[config.mk]
export PLATFORM = sky130hd
export DESIGN_NAME = pwm_quad
export DESIGN_NICKNAME = d
export VERILOG_FILES = /design/src/rtl/pwm_quad_pkg.sv /design/src/rtl/pwm_quad_presc.sv /design/src/rtl/pwm_quad_chan.sv /design/src/rtl/pwm_quad_regs.sv /design/src/rtl/pwm_quad.sv
export SDC_FILE = /design/constraint.sdc
export NUM_CORES = 1
export LEC_CHECK = 0
export ABC_CLOCK_PERIOD_IN_PS = 7600
export BUFFER_PORTS_ARGS = -buffer_cell sky130_fd_sc_hd__buf_2
export CORE_MARGIN = 1
export CORE_UTILIZATION = 34
export DETAILED_ROUTE_END_ITERATION = 12
export GPL_TIMING_DRIVEN = 0
export PLACE_DENSITY = 0.56
export REMOVE_ABC_BUFFERS = 1
export SYNTH_ARGS = -nofsm -noshare
export SYNTH_HDL_FRONTEND = slang
export SYNTH_HIERARCHICAL = 1
export SYNTH_SLANG_ARGS = --single-unit
export TNS_END_PERCENT = 20
[constraint.sdc]
create_clock -name clk -period 7.6 [get_ports clk]
set_input_delay 0.76 -clock clk [delete_from_list [all_inputs] [get_ports clk]]
set_output_delay 0.76 -clock clk [all_outputs]
set_load 0.01 [all_outputs]
[src/rtl/pwm_quad_pkg.sv]
package pwm_quad_pkg;
   // width of one divide-select field in the control word
   localparam int unsigned SEL_W        = 2;
   // first bit of the divide-select fields (enable bits sit below)
   localparam int unsigned CTRL_SEL_LSB = 4;
   // bus data width
   localparam int unsigned WORD_W       = 32;
   // first bit of the high-time field inside a channel word
   localparam int unsigned HIGH_LSB     = 16;

   // prescale counter width: largest ratio is 2**(step*(2**SEL_W - 1))
   function automatic int unsigned pre_width(input int unsigned step_log2);
      return step_log2 * ((1 << SEL_W) - 1);
   endfunction
endpackage

[src/rtl/pwm_quad_presc.sv]
module pwm_quad_presc #(
   parameter  int unsigned STEP_LOG2 = 3,
   parameter  int unsigned SEL_W     = 2,
   localparam int unsigned PRE_W     = STEP_LOG2 * ((1 << SEL_W) - 1)
) (
   input  logic             clk,
   input  logic             rst_n,
   input  logic             clear,
   input  logic [SEL_W-1:0] sel,
   output logic             tick,
   output logic [PRE_W-1:0] cnt_o
);
   logic [PRE_W:0]   span;
   logic [PRE_W-1:0] lim;
   logic [PRE_W-1:0] cnt_q;

   // ratio = 2**(STEP_LOG2*sel); the counter wraps at ratio-1
   assign span  = (PRE_W+1)'(1) << (STEP_LOG2 * sel);
   assign lim   = PRE_W'(span - (PRE_W+1)'(1));
   assign tick  = (cnt_q == lim);
   assign cnt_o = cnt_q;

   always_ff @(posedge clk or negedge rst_n) begin
      if (!rst_n) begin
         cnt_q <= '0;
      end else if (clear || tick) begin
         cnt_q <= '0;
      end else begin
         cnt_q <= cnt_q + PRE_W'(1);
      end
   end
endmodule

[src/rtl/pwm_quad_chan.sv]
module pwm_quad_chan #(
   parameter  int unsigned CNT_W     = 16,
   parameter  int unsigned STEP_LOG2 = 3,
   parameter  int unsigned SEL_W     = 2,
   parameter  bit          REG_OUT   = 1'b0,
   localparam int unsigned PRE_W     = STEP_LOG2 * ((1 << SEL_W) - 1)
) (
   input  logic             clk,
   input  logic             rst_n,
   input  logic             en,
   input  logic [SEL_W-1:0] sel_in,
   input  logic [CNT_W-1:0] tb_in,
   input  logic [CNT_W-1:0] high_in,
   output logic             pwm,
   output logic             run_o,
   output logic [CNT_W-1:0] per_o,
   output logic [PRE_W-1:0] pre_o,
   output logic [SEL_W-1:0] sh_sel_o,
   output logic [CNT_W-1:0] sh_tb_o,
   output logic [CNT_W-1:0] sh_high_o
);
   logic             run_q;
   logic [SEL_W-1:0] sh_sel_q;
   logic [CNT_W-1:0] sh_tb_q;
   logic [CNT_W-1:0] sh_high_q;
   logic [CNT_W-1:0] per_q;
   logic [CNT_W-1:0] last;
   logic             tick;
   logic             raw;

   pwm_quad_presc #(
      .STEP_LOG2 (STEP_LOG2),
      .SEL_W     (SEL_W)
   ) u_presc (
      .clk   (clk),
      .rst_n (rst_n),
      .clear (!run_q),
      .sel   (sh_sel_q),
      .tick  (tick),
      .cnt_o (pre_o)
   );

   // a period field of zero wraps to all ones: the full 2**CNT_W ticks
   assign last = sh_tb_q - CNT_W'(1);

   always_ff @(posedge clk or negedge rst_n) begin
      if (!rst_n) begin
         run_q     <= 1'b0;
         per_q     <= '0;
         sh_sel_q  <= '0;
         sh_tb_q   <= '0;
         sh_high_q <= '0;
      end else begin
         run_q <= en;
         if (!run_q) begin
            // idle: rewind and keep the shadows current
            per_q     <= '0;
            sh_sel_q  <= sel_in;
            sh_tb_q   <= tb_in;
            sh_high_q <= high_in;
         end else if (tick) begin
            if (per_q == last) begin
               per_q     <= '0;
               sh_sel_q  <= sel_in;
               sh_tb_q   <= tb_in;
               sh_high_q <= high_in;
            end else begin
               per_q <= per_q + CNT_W'(1);
            end
         end
      end
   end

   assign raw = run_q && (per_q < sh_high_q);

   generate
      if (REG_OUT) begin : g_reg_out
         logic pwm_q;
         always_ff @(posedge clk or negedge rst_n) begin
            if (!rst_n) pwm_q <= 1'b0;
            else        pwm_q <= raw;
         end
         assign pwm = pwm_q;
      end else begin : g_comb_out
         assign pwm = raw;
      end
   endgenerate

   assign run_o     = run_q;
   assign per_o     = per_q;
   assign sh_sel_o  = sh_sel_q;
   assign sh_tb_o   = sh_tb_q;
   assign sh_high_o = sh_high_q;
endmodule

[src/rtl/pwm_quad_regs.sv]
module pwm_quad_regs
   import pwm_quad_pkg::*;
#(
   parameter int unsigned NUM_CH = 4,
   parameter int unsigned ADDR_W = 8,
   parameter int unsigned CNT_W  = 16
) (
   input  logic                              clk,
   input  logic                              rst_n,
   input  logic                              wr_en,
   input  logic [ADDR_W-1:0]                 addr,
   input  logic [WORD_W-1:0]                 wdata,
   output logic [WORD_W-1:0]                 rdata,
   output logic [NUM_CH-1:0]                 ch_en,
   output logic [NUM_CH-1:0][SEL_W-1:0]      ch_sel,
   output logic [NUM_CH-1:0][CNT_W-1:0]      ch_tb,
   output logic [NUM_CH-1:0][CNT_W-1:0]      ch_high
);
   localparam int unsigned CTRL_W = CTRL_SEL_LSB + SEL_W * NUM_CH;
   localparam int unsigned IDX_W  = ADDR_W - 2;

   logic [CTRL_W-1:0]              ctrl_q;
   logic [NUM_CH-1:0][WORD_W-1:0]  cfg_all;
   logic [IDX_W-1:0]               idx;
   logic                           aligned;
   logic                           hit_ctrl;
   logic [NUM_CH-1:0]              hit_cfg;

   assign idx      = addr[ADDR_W-1:2];
   assign aligned  = (addr[1:0] == 2'b00);
   assign hit_ctrl = aligned && (idx == '0);

   always_ff @(posedge clk or negedge rst_n) begin
      if (!rst_n)                ctrl_q <= '0;
      else if (wr_en && hit_ctrl) ctrl_q <= wdata[CTRL_W-1:0];
   end

   for (genvar n = 0; n < NUM_CH; n++) begin : g_cfg
      logic [WORD_W-1:0] cfg_r;

      assign hit_cfg[n] = aligned && (idx == IDX_W'(n + 1));

      always_ff @(posedge clk or negedge rst_n) begin
         if (!rst_n)                  cfg_r <= '0;
         else if (wr_en && hit_cfg[n]) cfg_r <= wdata;
      end

      assign cfg_all[n] = cfg_r;
      assign ch_en[n]   = ctrl_q[n];
      assign ch_sel[n]  = ctrl_q[CTRL_SEL_LSB + SEL_W * n +: SEL_W];
      assign ch_tb[n]   = cfg_r[CNT_W-1:0];
      assign ch_high[n] = cfg_r[HIGH_LSB +: CNT_W];
   end

   always_comb begin
      rdata = '0;
      if (hit_ctrl) rdata = WORD_W'(ctrl_q);
      for (int n = 0; n < NUM_CH; n++) begin
         if (hit_cfg[n]) rdata = cfg_all[n];
      end
   end
endmodule

[src/rtl/pwm_quad.sv]
module pwm_quad
   import pwm_quad_pkg::*;
#(
   parameter int unsigned NUM_CH    = 4,
   parameter int unsigned ADDR_W    = 8,
   parameter int unsigned CNT_W     = 16,
   parameter int unsigned STEP_LOG2 = 3,
   parameter bit          REG_OUT   = 1'b0
) (
   input  logic              clk,
   input  logic              rst_n,
   input  logic              wr_en,
   input  logic [ADDR_W-1:0] addr,
   input  logic [31:0]       wdata,
   output logic [31:0]       rdata,
   output logic [NUM_CH-1:0] pwm_out
);
   localparam int unsigned PRE_W = STEP_LOG2 * ((1 << SEL_W) - 1);

   initial begin
      assert (NUM_CH >= 1 && NUM_CH <= CTRL_SEL_LSB)
         else $fatal(1, "NUM_CH must fit in the enable field");
      assert (CNT_W >= 1 && CNT_W <= HIGH_LSB)
         else $fatal(1, "CNT_W must fit a half word");
      assert (STEP_LOG2 >= 1 && PRE_W <= 24)
         else $fatal(1, "STEP_LOG2 out of range");
      assert (ADDR_W >= 3 && (NUM_CH + 1) <= (1 << (ADDR_W - 2)))
         else $fatal(1, "ADDR_W too small for the register bank");
      assert (CTRL_SEL_LSB + SEL_W * NUM_CH <= WORD_W)
         else $fatal(1, "control word overflow");
   end

   logic [NUM_CH-1:0]             ch_en;
   logic [NUM_CH-1:0][SEL_W-1:0]  ch_sel;
   logic [NUM_CH-1:0][CNT_W-1:0]  ch_tb;
   logic [NUM_CH-1:0][CNT_W-1:0]  ch_high;
   logic [NUM_CH-1:0]             ch_run;
   logic [NUM_CH-1:0][CNT_W-1:0]  ch_per;
   logic [NUM_CH-1:0][PRE_W-1:0]  ch_pre;
   logic [NUM_CH-1:0][SEL_W-1:0]  ch_sh_sel;
   logic [NUM_CH-1:0][CNT_W-1:0]  ch_sh_tb;
   logic [NUM_CH-1:0][CNT_W-1:0]  ch_sh_high;

   pwm_quad_regs #(
      .NUM_CH (NUM_CH),
      .ADDR_W (ADDR_W),
      .CNT_W  (CNT_W)
   ) u_regs (
      .clk     (clk),
      .rst_n   (rst_n),
      .wr_en   (wr_en),
      .addr    (addr),
      .wdata   (wdata),
      .rdata   (rdata),
      .ch_en   (ch_en),
      .ch_sel  (ch_sel),
      .ch_tb   (ch_tb),
      .ch_high (ch_high)
   );

   for (genvar n = 0; n < NUM_CH; n++) begin : g_ch
      pwm_quad_chan #(
         .CNT_W     (CNT_W),
         .STEP_LOG2 (STEP_LOG2),
         .SEL_W     (SEL_W),
         .REG_OUT   (REG_OUT)
      ) u_chan (
         .clk       (clk),
         .rst_n     (rst_n),
         .en        (ch_en[n]),
         .sel_in    (ch_sel[n]),
         .tb_in     (ch_tb[n]),
         .high_in   (ch_high[n]),
         .pwm       (pwm_out[n]),
         .run_o     (ch_run[n]),
         .per_o     (ch_per[n]),
         .pre_o     (ch_pre[n]),
         .sh_sel_o  (ch_sh_sel[n]),
         .sh_tb_o   (ch_sh_tb[n]),
         .sh_high_o (ch_sh_high[n])
      );
   end
endmodule

# Word-level counts from Yosys, hierarchy flattened
# Index checks and enable logic that the tools add are counted.
# op_classes
addsub,16
mul,4
div,0
n_lt_le_gt_ge,4
n_eq_ne,20
n_shift,4
muxes,57
bitwise_logic,0
n_reduce_logical,28
# ops
cell,count
$mux W16,36
$mux W32,4
$add A16 B1 Y16 const B,4
$eq A16 B16 Y1,4
$lt A16 B16 Y1,4
$sub A16 B1 Y16 const B,4
$add A9 B1 Y9 const B,4
$eq A9 B9 Y1,4
$mux W9,4
$shl A1 B4 Y9 const A,4
$sub A9 B1 Y9 const B,4
$mux W2,12
$mul A2 B2 Y4 const A,4
$ne A2 B2 Y1 const B,8
$logic_and A1 B1 Y1,14
$eq A6 B2 Y1 const B,2
$mux W12,1
$reduce_and A2 Y1,4
$eq A6 B1 Y1 const B,1
$eq A6 B3 Y1 const B,1
$logic_not A6 Y1,1
$logic_not A1 Y1,4
$logic_or A1 B1 Y1,4
$logic_not A2 Y1,1
# totals
register_bits,380
latchBits,0
ram_bits,0
mem_bits_ro,0
inputBits,43
out_inout_bits,36
elab_cells,162
mem_count,0

# Logic depth before layout (Yosys ltp)
# logic_depth
word_depth,7
mapped_depth,12
mapped_depth_nobuf,12

# Hierarchy
# The synthesis kept the hierarchy.
# by_module_without_submodules
module,instances,cells_each,area_per_inst_um2,seq_area_each_um2
pwm_quad_chan at g_ch[0].u_chan ...,3,294,3225.6,1276.2
pwm_quad_regs,1,437,6567.5,3503.4
pwm_quad_chan at g_ch[1].u_chan,1,294,3061.7,1276.2
pwm_quad_presc,4,53,498.0,225.2

# Least setup slack after synthesis
# OpenSTA, ideal clock, no wires.
# synth_timing
path_kind,reg2reg
start,reg g_ch[1].u_chan.sh_tb_q[0]
end,reg g_ch[1].u_chan.sh_high_q[10]
setup_time_ps,127
t_arrival_ps,3278
required_ps,7473
setup_slack_ps,4194
path_stages_with_launch,12
n_path_buf,2
synth_period_minus_slack_ps,3406
cell_sequence,dfrtp_1 -> inv_1 -> ha_1 -> or4b_1 -> buf_2 -> or4_1 -> o21a_1 -> a221oi_2 -> nand4_2 -> o31ai_4 -> buf_6 -> mux2_1
# synth_via
elab_chain_cells,4
# synth_lines
element,line_no,source
start: declaration,pwm_quad_chan.sv:24,logic [CNT_W-1:0] sh_tb_q;
start signal: assignment,pwm_quad_chan.sv:59,sh_tb_q <= tb_in;
start signal: assignment,pwm_quad_chan.sv:65,sh_tb_q <= tb_in;
$sub A16 B1 Y16,pwm_quad_chan.sv:44,assign last = sh_tb_q - CNT_W'(1);
$eq A16 B16 Y1,pwm_quad_chan.sv:62,if (per_q == last) begin
$ne A2 B2 Y1 (no line),-,
$reduce_and A2 Y1 (no line),-,
end signal: assignment,pwm_quad_chan.sv:60,sh_high_q <= high_in;
end signal: assignment,pwm_quad_chan.sv:66,sh_high_q <= high_in;
end: declaration,pwm_quad_chan.sv:25,logic [CNT_W-1:0] sh_high_q;
# Every way passes these cells.
# A chain may end at the register's enable or synchronous reset.

# Final worst setup path
# layout_timing
start,in addr[3]
end,out rdata[17]
# layout_via
elab_chain_cells,6
word_cells_on_any_way,12
classes_between,4 x eq/ne; 4 x mux; 4 x reduce/logical
# layout_lines
element,line_no,source
start: declaration,pwm_quad.sv:13,"input logic [ADDR_W-1:0] addr,"
$eq A6 B1 Y1,pwm_quad_regs.sv:41,assign hit_cfg[n] = aligned && (idx == IDX_W'(n + 1));
$logic_and A1 B1 Y1,pwm_quad_regs.sv:41,
$mux W32 (3 in a row),pwm_quad_regs.sv:59,if (hit_cfg[n]) rdata = cfg_all[n];
$mux W32 *,pwm_quad_regs.sv:59,
end: declaration,pwm_quad.sv:15,"output logic [31:0] rdata,"
# Mark *: on every way between the ends. The rest lies on a longest branch, timed or not.

==> metrics.md <==
| Metric | Value |
|---|---|
| Power Density | 210 nW/µm² |
| Commonest non-fill, non-tap cell in the layout | dfrtp_1 |
| Status | completed |
| Routed length per instance | 20.7 µm |
| Dpl hpwl | 42000 µm |
| # H-tree levels | 2 |
| CTS clk-pin slew, worst paths | 0.06 ns |
| Number of buffers added on ports | 78 |
| Critical Path Source | addr[3] |
| Peak VDD IR | 0.000161 V |
| Global route overflow | 0 |
| Unique masters post-synth | 77 |
| CP Class | in -> out |
| Worst-Skew Late Latency | 0.59 ns |
| Gpl congestion | 0.844 |
| Slew HR | 7.13% |
| CTS buffer count | 45 |
| Reg area | 9510 µm² |
| Worst r2r src | g_ch[1].u_chan/sh_tb_o[0]$_DFFE_PN0P_ |
| Max Slew Vio Count | 0 |
| Diode count | 0 |
| Hold WC Path Type | in -> async |
| DRC errors left | 0 |
| Share of layout cells above drive strength 1 | 25.2% |
| Slew @ Worst Pin | 1.39 ns |
| Die Ht | 252 µm |
| Worst setup margin | 3.32 ns |
| Lkg Pwr | 11.2 nW |
| I/O pins | 79 |
| Core area | 61800 µm² |
| Initial antenna violation count | 0 |
| Syn_area_per_cell | 11.7 µm² |
| First-pass GRT wire length | 89300 µm |
| Chip width | 252 µm |
| Vias in the first global route | 14800 |
| DRT iter0 DRCs | 988 |
| Fillers | 5946 |
| Max Cap Viol | 0 |
| Clock Sinks | 380 |
| Routed WL | 57000 µm |
| Post-cts resize count | 0 |
| Site row count | 91 |
| Final Hold Viols | 0 |
| Worst Path Arrival | 3.52 ns |
| Multi-input logic area | 10800 µm² |
| Initial Util | 34.4% |
| Largest net degree at the start of global routing | 117 |
| CTS tree | built |
| Worst EP required | 6.84 ns |
| CTS Buffer Depth | 3 |
| CP endpoint kind | output port |
| Root Buffer | clkbuf_16 |
| Fmax | 0.234 GHz |
| GRT Util Overall | 18.2% |
| Vias per cell | 5.26 |
| RSZ-0062 raised after global routing | no |
| Post-synth EDFFs | 0 |
| Hold Buf Count CTS | 0 |
| DP Worst Slack | 3.35 ns |
| Antenna viol nets, final | 0 |
| Most frequent cells in the layout | dfrtp_1, mux2_2, mux2_4, nor2_1 |
| Mapped Cells | 1825 |
| Final period utilization | 56.3% |
| Min Tclk post-route | 4.28 ns |
| Fin nets | 2006 |
| DR vias | 14500 |
| Die area | 63600 µm² |
| FFs w/ async S/R, synth | 100% |
| Yosys warns | 6 |
| Hold WS | 0.138 ns |
| Yosys reg bits | 380 |
| CP startpoint kind | input port |
| Setup violators final | 0 |
| Seq/Total Area, Yosys | 44.6% |
| Synthesized area | 21300 µm² |
| CP Max Fanout | 56 |
| Area Growth Syn to Fin | 13.2% |
| # Post-CTS Setup Buffers | 0 |
| Clock Skew | 0.0232 ns |
| TritonRoute pass-1 iters | 5 |
| Top_reg_cell synth | dfrtp_1 |
[worst paths after layout]
kind,endpoint,slack (ns),cells past startpoint
max,rdata[17],3.32,6
max in group asynchronous,u_regs/g_cfg[1].cfg_r[12]$_DFFE_PN0P_,5.95,3
min reg2reg,g_ch[2].u_chan/run_o$_DFF_PN0_,0.40,0
min in group clk,g_ch[2].u_chan/run_o$_DFF_PN0_,0.40,0
min,g_ch[0].u_chan/u_presc/cnt_o[6]$_DFF_PN0_,0.14,1
max reg2reg,g_ch[1].u_chan/sh_tb_o[15]$_DFFE_PN0P_,3.43,11
[routing by layer]
layer | vias to the layer above | part of all wire (%) | global-route usage, %
li1 | 6682 | - | -
met1 | 7471 | 47 | 25.0
met2 | 256 | 46 | 29.2
met3 | 81 | 3.6 | 3.07
met4 | 0 | 2.7 | 5.40
met5 | - | 0 | 0
[cell usage after synthesis, types with 12 or more instances]
library cell | instances | share of area, %
nand4_1 | 19 | 0.56
and3_1 | 14 | 0.41
clkbuf_1 | 38 | 0.67
nand2_1 | 63 | 1.1
a221o_1 | 20 | 0.94
o22ai_1 | 13 | 0.38
buf_2 | 14 | 0.33
and2_1 | 37 | 1.1
or3_1 | 19 | 0.56
a21o_1 | 18 | 0.63
mux4_2 | 12 | 1.3
a211oi_1 | 28 | 0.99
xor2_1 | 58 | 2.4
nor4_1 | 17 | 0.50
inv_1 | 91 | 1.6
mux2_1 | 31 | 1.6
a21oi_1 | 40 | 0.94
nor3_1 | 22 | 0.52
mux2_2 | 131 | 6.9
buf_6 | 18 | 0.95
xnor2_1 | 91 | 3.7
nand2b_1 | 20 | 0.59
nand3b_1 | 49 | 1.7
or2_2 | 12 | 0.35
ha_1 | 76 | 4.5
o21ai_0 | 30 | 0.70
a22o_1 | 13 | 0.53
nor2_1 | 110 | 1.9
dfrtp_1 | 380 | 45
nand3_1 | 88 | 2.1
mux2_4 | 114 | 8.0
[worst max-delay path: stages]
cell      delay, ns
buf_2          0.50
nor4_1         0.53
nor4bb_4       0.93
buf_6          0.28
a221o_1        0.26
buf_2          0.17
[logic make-up after synthesis]
| group | Yosys count | synth area share (%) |
|---|---|---|
| simple gates | 535 | 14.6 |
| fa+ha+maj | 76 | 4.46 |
| xor+xnor | 149 | 6.13 |
| compound gates | 213 | 7.23 |
| flops | 380 | 44.6 |
| buf+inv | 175 | 4.66 |
| mux | 297 | 18.3 |
[report_power, final]
group	switching, mW	internal, mW
Combinational	0.330	0.273
Clock	0.893	1.38
Sequential	0.0945	2.10
Total	1.32	3.75
[registers in the layout, indices dropped and copies added, names as in the netlist]
signal                     cells
u_regs/g_cfg.cfg_r           128
g_ch.u_chan/per_o             64
g_ch.u_chan/sh_high_o         64
g_ch.u_chan/sh_tb_o           64
g_ch.u_chan/u_presc/cnt_o     36
u_regs/ctrl_q                 12
g_ch.u_chan/sh_sel_o           8
g_ch.u_chan/run_o              4
[per-stage QoR]
step | std cells | util (%) | power, mW | TNS [ns] | instance area (µm²)
2_1_floorplan | 1741 | - | 2.60 | 0 | 20600
3_3_place_gp | 2656 | 35.7 | 2.80 | -711.14 | 22100
3_5_place_dp | 2677 | 36.4 | 2.83 | 0 | 22500
4_1_cts | 2757 | 39.0 | 5.12 | 0 | 24100
5_1_grt | 2757 | 39.0 | 5.27 | 0 | 24100
6_report | 2757 | 39.0 | 5.07 | 0 | 24100
[area by class of cell]
type / count / share of cell area [%]
clock buffers: 64 / 5.64
clock inverters: 16 / 0.882
inverters: 91 / 1.42
multi-input cells: 1270 / 44.9
flip-flops and latches: 380 / 39.4
well taps: 837 / 4.34
repair buffers: 99 / 3.34
Power figures use the tool's default switching activity.
